$ cat config.mk
export PLATFORM = sky130hd
export DESIGN_NAME = pwm_leadin_ctrl
export DESIGN_NICKNAME = d
export VERILOG_FILES = /design/src/rtl/pwm_lead_pkg.sv /design/src/rtl/pwm_lead_regs.sv /design/src/rtl/pwm_lead_chan.sv /design/src/rtl/pwm_leadin_ctrl.sv
export SDC_FILE = /design/constraint.sdc
export NUM_CORES = 2
export LEC_CHECK = 0
export CAP_MARGIN = 20
export CORE_MARGIN = 2
export CORE_UTILIZATION = 65
export DETAILED_ROUTE_END_ITERATION = 10
export DONT_BUFFER_PORTS = 1
export PLACE_DENSITY = 0.81
export SLEW_MARGIN = 20
export SYNTH_ARGS = -nofsm -noshare
export SYNTH_HDL_FRONTEND = slang
export SYNTH_SLANG_ARGS = --single-unit
$ cat constraint.sdc
create_clock -name clk -period 3.85 [get_ports clk]
set_clock_uncertainty 0.05 [all_clocks]
set_input_delay 0.5775 -clock clk [delete_from_list [all_inputs] [get_ports clk]]
set_output_delay 0.5775 -clock clk [all_outputs]
set_load 0.005 [all_outputs]
$ cat src/rtl/pwm_lead_pkg.sv
package pwm_lead_pkg;
    localparam int DATA_W = 32;
    localparam int CNT_W  = 16;
    localparam int LEAD_W = 15;

    typedef enum logic [2:0] {
        S_IDLE,
        S_LEAD,
        S_HIGH,
        S_LOW,
        S_DONE
    } chan_state_e;
endpackage

$ cat src/rtl/pwm_lead_regs.sv
module pwm_lead_regs
    import pwm_lead_pkg::*;
#(
    parameter int NCH     = 6,
    parameter int AW      = 4,
    parameter int HL_BASE = 8
) (
    input  logic                          clk,
    input  logic                          rst_n,
    input  logic [AW-1:0]                 addr,
    input  logic                          wr_en,
    input  logic [DATA_W-1:0]             wr_data,
    output logic [DATA_W-1:0]             rd_data,
    output logic [NCH-1:0][DATA_W-1:0]    ctrl_o,
    output logic [NCH-1:0][DATA_W-1:0]    time_o
);
    logic [NCH-1:0][DATA_W-1:0] ctrl_q;
    logic [NCH-1:0][DATA_W-1:0] time_q;
    logic                       mapped;

    always_ff @(posedge clk or negedge rst_n) begin
        if (!rst_n) begin
            ctrl_q <= '0;
            time_q <= '0;
        end else if (wr_en) begin
            for (int i = 0; i < NCH; i++) begin
                if (addr == AW'(i))           ctrl_q[i] <= wr_data;
                if (addr == AW'(HL_BASE + i)) time_q[i] <= wr_data;
            end
        end
    end

    always_comb begin
        rd_data = '0;
        mapped  = 1'b0;
        for (int i = 0; i < NCH; i++) begin
            if (addr == AW'(i)) begin
                rd_data = ctrl_q[i];
                mapped  = 1'b1;
            end
            if (addr == AW'(HL_BASE + i)) begin
                rd_data = time_q[i];
                mapped  = 1'b1;
            end
        end
    end

    assign ctrl_o = ctrl_q;
    assign time_o = time_q;

    // an unmapped write leaves every register untouched
    a_r2_unmapped_write: assert property (@(posedge clk) disable iff (!rst_n)
        (wr_en && !mapped) |=> ($stable(ctrl_q) && $stable(time_q)));

    for (genvar g = 0; g < NCH; g++) begin : g_chk
        // a mapped write is visible in the next cycle
        a_r11_ctrl_write: assert property (@(posedge clk) disable iff (!rst_n)
            (wr_en && addr == AW'(g)) |=> (ctrl_q[g] == $past(wr_data)));
        a_r11_time_write: assert property (@(posedge clk) disable iff (!rst_n)
            (wr_en && addr == AW'(HL_BASE + g)) |=> (time_q[g] == $past(wr_data)));
    end
endmodule

$ cat src/rtl/pwm_lead_chan.sv
module pwm_lead_chan
    import pwm_lead_pkg::*;
(
    input  logic              clk,
    input  logic              rst_n,
    input  logic              en_i,
    input  logic [LEAD_W-1:0] lead_i,
    input  logic [CNT_W-1:0]  rep_i,
    input  logic [CNT_W-1:0]  hi_i,
    input  logic [CNT_W-1:0]  lo_i,
    output logic              pwm_o
);
    chan_state_e       st_q, st_d;
    logic [CNT_W-1:0]  cnt_q, cnt_d;
    logic [CNT_W-1:0]  hi_sh, hi_d;
    logic [CNT_W-1:0]  lo_sh, lo_d;
    logic [CNT_W-1:0]  rem_q, rem_d;
    logic              inf_q, inf_d;
    logic              start;
    logic              period_end;

    always_ff @(posedge clk or negedge rst_n) begin
        if (!rst_n) begin
            st_q  <= S_IDLE;
            cnt_q <= '0;
            hi_sh <= '0;
            lo_sh <= '0;
            rem_q <= '0;
            inf_q <= 1'b0;
        end else begin
            st_q  <= st_d;
            cnt_q <= cnt_d;
            hi_sh <= hi_d;
            lo_sh <= lo_d;
            rem_q <= rem_d;
            inf_q <= inf_d;
        end
    end

    always_comb begin
        st_d       = st_q;
        cnt_d      = cnt_q;
        hi_d       = hi_sh;
        lo_d       = lo_sh;
        rem_d      = rem_q;
        inf_d      = inf_q;
        start      = 1'b0;
        period_end = 1'b0;
        if (!en_i) begin
            st_d = S_IDLE;
        end else begin
            unique case (st_q)
                S_IDLE: begin
                    rem_d = rep_i;
                    inf_d = (rep_i == '0);
                    if (lead_i != '0) begin
                        st_d  = S_LEAD;
                        cnt_d = CNT_W'(lead_i) - 1'b1;
                    end else begin
                        start = 1'b1;
                    end
                end
                S_LEAD: begin
                    if (cnt_q == '0) start = 1'b1;
                    else             cnt_d = cnt_q - 1'b1;
                end
                S_HIGH: begin
                    if (cnt_q != '0) begin
                        cnt_d = cnt_q - 1'b1;
                    end else if (lo_sh != '0) begin
                        st_d  = S_LOW;
                        cnt_d = lo_sh - 1'b1;
                    end else begin
                        period_end = 1'b1;
                    end
                end
                S_LOW: begin
                    if (cnt_q != '0) cnt_d = cnt_q - 1'b1;
                    else             period_end = 1'b1;
                end
                S_DONE: begin
                    st_d = S_DONE;
                end
            endcase
        end
        if (period_end) begin
            if (!inf_q && rem_q == CNT_W'(1)) begin
                st_d = S_DONE;
            end else begin
                start = 1'b1;
                if (!inf_q) rem_d = rem_q - 1'b1;
            end
        end
        if (start) begin
            hi_d = hi_i;
            lo_d = lo_i;
            if (hi_i != '0) begin
                st_d  = S_HIGH;
                cnt_d = hi_i - 1'b1;
            end else begin
                st_d  = S_LOW;
                cnt_d = (lo_i != '0) ? lo_i - 1'b1 : '0;
            end
        end
    end

    always_comb begin
        pwm_o = en_i && (st_q == S_HIGH);
    end

    // a cleared enable returns the machine to IDLE on the next edge
    a_r8_disable_idle: assert property (@(posedge clk) disable iff (!rst_n)
        !en_i |=> (st_q == S_IDLE));
    // the high-phase counter stays below the shadowed high count
    a_r4_high_bound: assert property (@(posedge clk) disable iff (!rst_n)
        (st_q == S_HIGH) |-> (cnt_q < hi_sh));
    // shadowed counts hold while a phase is still counting down
    a_r9_shadow_hold: assert property (@(posedge clk) disable iff (!rst_n)
        (en_i && (st_q == S_HIGH || st_q == S_LOW) && cnt_q != '0)
        |=> ($stable(hi_sh) && $stable(lo_sh)));
    // a finite run never has an exhausted budget during a period
    a_r7_budget_live: assert property (@(posedge clk) disable iff (!rst_n)
        (!inf_q && (st_q == S_HIGH || st_q == S_LOW)) |-> (rem_q != '0));
endmodule

$ cat src/rtl/pwm_leadin_ctrl.sv
module pwm_leadin_ctrl
    import pwm_lead_pkg::*;
#(
    parameter int NCH     = 6,
    parameter int AW      = 4,
    parameter int HL_BASE = 8
) (
    input  logic              clk,
    input  logic              rst_n,
    input  logic [AW-1:0]     addr,
    input  logic              wr_en,
    input  logic [DATA_W-1:0] wr_data,
    output logic [DATA_W-1:0] rd_data,
    output logic [NCH-1:0]    pwm_out
);
    localparam int EN_BIT   = DATA_W - 1;
    localparam int LEAD_LSB = CNT_W;
    localparam int HI_LSB   = CNT_W;

    logic [NCH-1:0][DATA_W-1:0] ctrl;
    logic [NCH-1:0][DATA_W-1:0] timing;

    pwm_lead_regs #(.NCH(NCH), .AW(AW), .HL_BASE(HL_BASE)) u_regs (
        .clk     (clk),
        .rst_n   (rst_n),
        .addr    (addr),
        .wr_en   (wr_en),
        .wr_data (wr_data),
        .rd_data (rd_data),
        .ctrl_o  (ctrl),
        .time_o  (timing)
    );

    for (genvar g = 0; g < NCH; g++) begin : g_ch
        pwm_lead_chan u_chan (
            .clk    (clk),
            .rst_n  (rst_n),
            .en_i   (ctrl[g][EN_BIT]),
            .lead_i (ctrl[g][LEAD_LSB +: LEAD_W]),
            .rep_i  (ctrl[g][CNT_W-1:0]),
            .hi_i   (timing[g][HI_LSB +: CNT_W]),
            .lo_i   (timing[g][CNT_W-1:0]),
            .pwm_o  (pwm_out[g])
        );
    end
endmodule

# Word-level counts from Yosys, hierarchy flattened
# Cells that the tools add are included.
# totals
register_bits	696
inputBits	39
out_inout_bits	38
# op_classes
n_addsub	36
eq_ne	65
n_mux	222
n_reduce_logical	103
# ops
operator	n
2-to-1 mux 16 bit	84
subtractor 16 x 1 -> 16 bit (second input constant)	30
2-to-1 mux 32 bit	12
case mux 16 bit (4 select lines)	6
nonzero test 16 bit	24
zero test 16 bit	12
2-to-1 mux 3 bit	42
== test 16 x 1 -> 1 bit (second input constant)	6
subtractor 15 x 1 -> 16 bit (second input constant)	6
nonzero test 15 bit	6
2-to-1 mux 1 bit	60
case mux 3 bit (3 select lines)	6
== test 3 x 2 -> 1 bit (second input constant)	12
!= test 3 x 1 -> 1 bit (second input constant)	12
AND reduction 2 bit	18
AND reduction 6 bit	6
nonzero test 5 bit	6
== test 4 bit (second input constant)	6
!= test 4 x 1 -> 1 bit (second input constant)	6
case mux 1 bit (2 select lines)	12
== test 3 x 1 -> 1 bit (second input constant)	6
== test 3 bit (second input constant)	6
zero test 3 bit	6
!= test 3 x 2 -> 1 bit (second input constant)	6
other kinds (7)	30

# Depth between registers and ports, before layout
# depth
depth_word	13
ltp_mapped	12

# Hierarchy
# From an unflattened synthesis, not the netlist that was laid out.
# unflattened
hier_cells	4892
area_unflattened_um2	45451.1
# modules_own_cells
mod	instances	cells_each	area_each_um2
pwm_lead_regs	1	1439	18017.3
pwm_lead_chan (g_ch[0].u_chan ...)	3	589	4609.4
pwm_lead_chan (g_ch[3].u_chan ...)	2	553	4571.9
pwm_lead_chan (g_ch[5].u_chan)	1	580	4461.8

# Least setup slack after synthesis
# No wires, ideal clock.
# synth_timing
kind	flip-flop to flip-flop
start	register g_ch[0].u_chan.cnt_q[0]
end	register g_ch[0].u_chan.rem_q[5]
setup_time_ps	120
t_arrival_ps	2778
required_ps	3680
path_slack_ps	903
path_stages_with_launch	13
cell_sequence	dfrtp_1 -> inv_1 -> ha_1 -> or4b_1 -> clkbuf_1 -> or4_1 -> nor4_2 -> and2_1 -> buf_2 -> buf_4 -> nand2_1 -> a21oi_1 -> nor2_1
# synth_via
elab_chain_cells	5
word_cells_on_any_way	6
classes_between	5 x mux; 1 x reduce/logical
# synth_rtl
element	line_no	text
start: declaration	pwm_lead_chan.sv:14	logic [CNT_W-1:0] cnt_q, cnt_d;
start signal: assignment	pwm_lead_chan.sv:32	cnt_q <= cnt_d;
nonzero test 16 bit (*)	pwm_lead_chan.sv:68, pwm_lead_chan.sv:78	
2-to-1 mux 1 bit (on tied branches)	pwm_lead_chan.sv:78, pwm_lead_chan.sv:68	
case mux 1 bit (2 select lines) (*)	pwm_lead_chan.sv:52	unique case (st_q)
2-to-1 mux 1 bit (*)	pwm_lead_chan.sv:49	if (!en_i) begin
2-to-1 mux 16 bit (*)	pwm_lead_chan.sv:86	if (period_end) begin
named net g_ch[0].u_chan.rem_d[5]	pwm_lead_chan.sv:17	logic [CNT_W-1:0] rem_q, rem_d;
end signal: assignment	pwm_lead_chan.sv:35	rem_q <= rem_d;
end: declaration	pwm_lead_chan.sv:17	
# The timed path passes the listed nets; every way through them passes the cells marked *.
# A chain may end at the register's enable or synchronous reset.

# Worst setup path after layout
# layout_timing
start	input addr[2]
end	output rd_data[8]
# layout_via
elab_chain_cells	13
word_cells_on_any_way	24
classes_between	11 x eq/ne; 12 x mux; 1 x reduce/logical
# layout_rtl
element	line_no	text
start: declaration	pwm_leadin_ctrl.sv:10	input logic [AW-1:0] addr,
zero test 4 bit	pwm_lead_regs.sv:37	if (addr == AW'(i)) begin
2-to-1 mux 32 bit	pwm_lead_regs.sv:37	
2-to-1 mux 32 bit	pwm_lead_regs.sv:41	if (addr == AW'(HL_BASE + i)) begin
2-to-1 mux 32 bit	pwm_lead_regs.sv:37	
2-to-1 mux 32 bit	pwm_lead_regs.sv:41	
2-to-1 mux 32 bit	pwm_lead_regs.sv:37	
2-to-1 mux 32 bit	pwm_lead_regs.sv:41	
2-to-1 mux 32 bit	pwm_lead_regs.sv:37	
2-to-1 mux 32 bit	pwm_lead_regs.sv:41	
2-to-1 mux 32 bit	pwm_lead_regs.sv:37	
2-to-1 mux 32 bit	pwm_lead_regs.sv:41	
2-to-1 mux 32 bit	pwm_lead_regs.sv:37	
2-to-1 mux 32 bit (*)	pwm_lead_regs.sv:41	
end: declaration	pwm_leadin_ctrl.sv:13	output logic [DATA_W-1:0] rd_data,
# Mark *: on every way between the ends. The rest lies on a longest branch, timed or not.

==> results.json <==
{
  "cts-root-buf": "clkbuf_16",
  "critical_path.max_fanout": 26,
  "synthDominantCellAreaShare_pct": 40.0,
  "floorplan.die_area_um2": 69000,
  "clock_sinks": 696,
  "worst-r2r-cell-count": 10,
  "synthesis.nets": 4773,
  "worst_path_largest_cell_delay_ns": 0.82,
  "core_region_area_um2": 66000,
  "post_synth_main_area_contributors": "dfrtp_1 40%, mux2_2 11%, xnor2_1 3.9%, nand2_1 3.9%, nor2_1 3.5%",
  "grt_overflow": 0,
  "fillCellCount": 4856,
  "post_synth_mux_area_share_pct": 12.2,
  "ys_async_sr_fraction_pct": 100,
  "yosys_register_bits": 696,
  "timing.final.setup_violations": 0,
  "setup_tns_ns": 0,
  "layout.core_utilization_pct": 71.5,
  "finalWorstPathRequiredPeriod_ns": 3.55,
  "p_leak_nw": 19.2,
  "worst-endpoint-arrival_ns": 2.93,
  "mostFrequentLayoutCell": "dfrtp_1",
  "period_share_pct": 92.3,
  "startpoint_type": "input port",
  "gr-usage-all-layers_pct": 44.4,
  "cell_type_with_the_highest_aggregate_area_in_the_netlist": "dfrtp_1",
  "fp-row-count": 94,
  "crit_type": "input port to output port",
  "detail_route.wl_per_cell_um": 28.3,
  "synth-xor-area-share_pct": 6.66,
  "grt_max_degree": 697,
  "drt-total-wl_um": 156000,
  "cts_tree": "yes",
  "timing_hold_violations_final": 0,
  "totalPowerFinal_mw": 30.5,
  "hpwl_after_detailed_placement_um": 111000,
  "timing.fmax_ghz": 0.281,
  "clk_pin_slew_worst_paths_ns": 0.06,
  "post_cts_setup_buffer_count": 0,
  "cts.repair.resized": 0,
  "yosys.area_share.simple_pct": 20.3,
  "die-height_um": 263,
  "crit_chain": "nand2b_1 > nor3_2 > buf_4 > a22o_1 > a221oi_1 > nand4_1",
  "timing.max_slew.rel_slack_pct": 20.8,
  "worstPathRequired_ns": 3.22,
  "final_layout_size_suffix_gt1_share_pct": 16.3,
  "postRouteAntennaNets": 0,
  "finalNetCount": 4691,
  "outcome": "finished, violations left",
  "largest_family_of_logic_cells_by_synthesized_area": "simple AND/OR/NAND/NOR gates",
  "mostFrequentLayoutCells": "696 x dfrtp_1, 456 x nand2_1, 439 x mux2_2, 401 x nor2_1, 219 x o21ai_0",
  "cp-end-kind": "output port",
  "gp_congestion": 1.10,
  "number_of_buffers_added_by_the_clock_tree_synthesis_step": 75,
  "power_density_nw_per_um2": 646,
  "vias_in_the_first_global_route": 37000,
  "syn_to_layout_area_delta_pct": 8.43,
  "grt_antenna_before_repair": 6,
  "dieWidth_um": 263,
  "vdd.ir_drop.worst_mv": 0.478,
  "failed_checks": "DRC",
  "holdPathStages": 1,
  "ios": 77,
  "cts_max_level": 3,
  "drt_iter0_drc": 6511,
  "min-delay-path-class": "input port to flop",
  "placed_cells_incl_taps": 5378,
  "vias_per_cell": 7.27,
  "initial_core_util_pct": 65.9,
  "slowest_stage": "a221oi_1",
  "synthesized_area_fraction_occupied_by_ao_oa_aoi_and_oai_cells_pct": 15.6,
  "worstSkewPairLatency_ns": 0.65,
  "cap_violations": 0,
  "drc_violation_count_after_routing": 1,
  "portBuffers": 0,
  "grt_first_pass_wirelength_um": 234000,
  "syn-mean-instance-area_um2": 9.29,
  "synth.cell_area_um2": 43500,
  "synthCells": 4680,
  "yosysWarningCount": 0,
  "finalMaxSlewViolations": 0,
  "number_of_unique_standard_cell_types_used_by_synthesis": 92,
  "clock_path_buffers": 3,
  "synth_enable_flop_cells": 0,
  "synth_flop_cell": "dfrtp_1",
  "synth_fa_ha_area_share_pct": 1.55,
  "route.vias.total": 40200,
  "synth_seq_area_share_pct": 40.0,
  "worst-slew-pin-transition_ns": 1.18,
  "fin_cells": 5531,
  "dr.pass1.iters": 11,
  "rsz_0062_raised_after_global_routing": "false"
}
==> metrics by stage <==
step                hold slack (ns)  instance area [um^2]  setup WS [ns]
finish                       0.0247                 47200          0.296
CTS                          -0.376                 47000          0.384
global route                 0.0199                 47100          0.113
global placement              0.283                 44400          0.489
detailed placement            0.283                 44400          0.354
floorplan                     0.232                 43500          0.903
==> cells in the mapped netlist, drive strengths merged, types with 26 or more instances <==
library cell / n
a22oi: 40
xor2: 135
o22ai: 105
nor4: 144
a221oi: 46
xnor2: 196
or4: 73
nand3: 73
nor2b: 36
a211oi: 37
o211ai: 29
mux2: 449
mux2i: 26
or3: 53
ha: 54
a222oi: 48
o21ai: 224
clkbuf: 209
dfrtp: 696
nor3: 187
inv: 108
a21oi: 202
o31ai: 41
nand3b: 26
nor3b: 44
buf: 74
a31oi: 28
nand4: 70
nand2b: 50
nand2: 457
nor2: 405
a22o: 28
a311oi: 33
==> cells by family after synthesis <==
| group | after synthesis |
|---|---|
| simple gates | 1736 |
| flops | 696 |
| compound gates | 996 |
| buf+inv | 392 |
| xor+xnor | 331 |
| mux | 475 |
| fa+ha+maj | 54 |
==> area by class of cell <==
type | count | area (um^2) | share of cell area (%)
antenna | 14 | 35.0 | 0.0743
inverter | 109 | 409 | 0.868
sequential | 696 | 17400 | 36.9
clock inverter | 36 | 472 | 1.00
tap | 864 | 1080 | 2.29
multi-input combinational | 3592 | 24600 | 52.2
clock buffer | 96 | 2070 | 4.39
timing repair buffer | 124 | 1070 | 2.27
==> sequential cells by signal, summed over array words and instances, names as in the netlist <==
signal / cells
u_regs.ctrl_o: 192
g_ch.u_chan.lo_sh: 96
g_ch.u_chan.cnt_q: 96
g_ch.u_chan.st_q: 18
g_ch.u_chan.inf_q: 6
u_regs.time_o: 192
g_ch.u_chan.rem_q: 96
==> metal layers <==
layer	GRT usage [%]	vias to the layer above	wire length, um
met5	0	-	12
met4	25.4	2	10500
met3	14.4	654	22000
met2	63.3	2852	65400
met1	59.5	19500	58400
li1	-	17200	-
==> worst paths after layout <==
path,from,end,slack (ns)
setup / recovery,addr[2],rd_data[8],0.30
hold / removal,wr_data[17],u_regs.ctrl_o[49]$_DFFE_PN0P_,0.02
setup reg to reg,g_ch[0].u_chan.cnt_q[0]$_DFFE_PN0P_,g_ch[0].u_chan.rem_q[3]$_DFF_PN0_,0.32
hold reg to reg,g_ch[0].u_chan.rem_q[15]$_DFF_PN0_,g_ch[0].u_chan.rem_q[15]$_DFF_PN0_,0.44
max in group asynchronous,rst_n,u_regs.time_o[129]$_DFFE_PN0P_,0.81
min in group asynchronous,rst_n,g_ch[2].u_chan.cnt_q[4]$_DFFE_PN0P_,0.43
==> critical path, delay by kind of cell <==
kind            cells  cell delay [ns]
simple gates        3             0.96
compound gates      2             1.14
buf+inv             1             0.24
==> power by group <==
part           switching [mW]  internal, mW
combinational            5.48          4.30
sequential               3.72          9.33
clock                    3.20          4.43
Note: power is estimated with default switching activity, not from simulation.
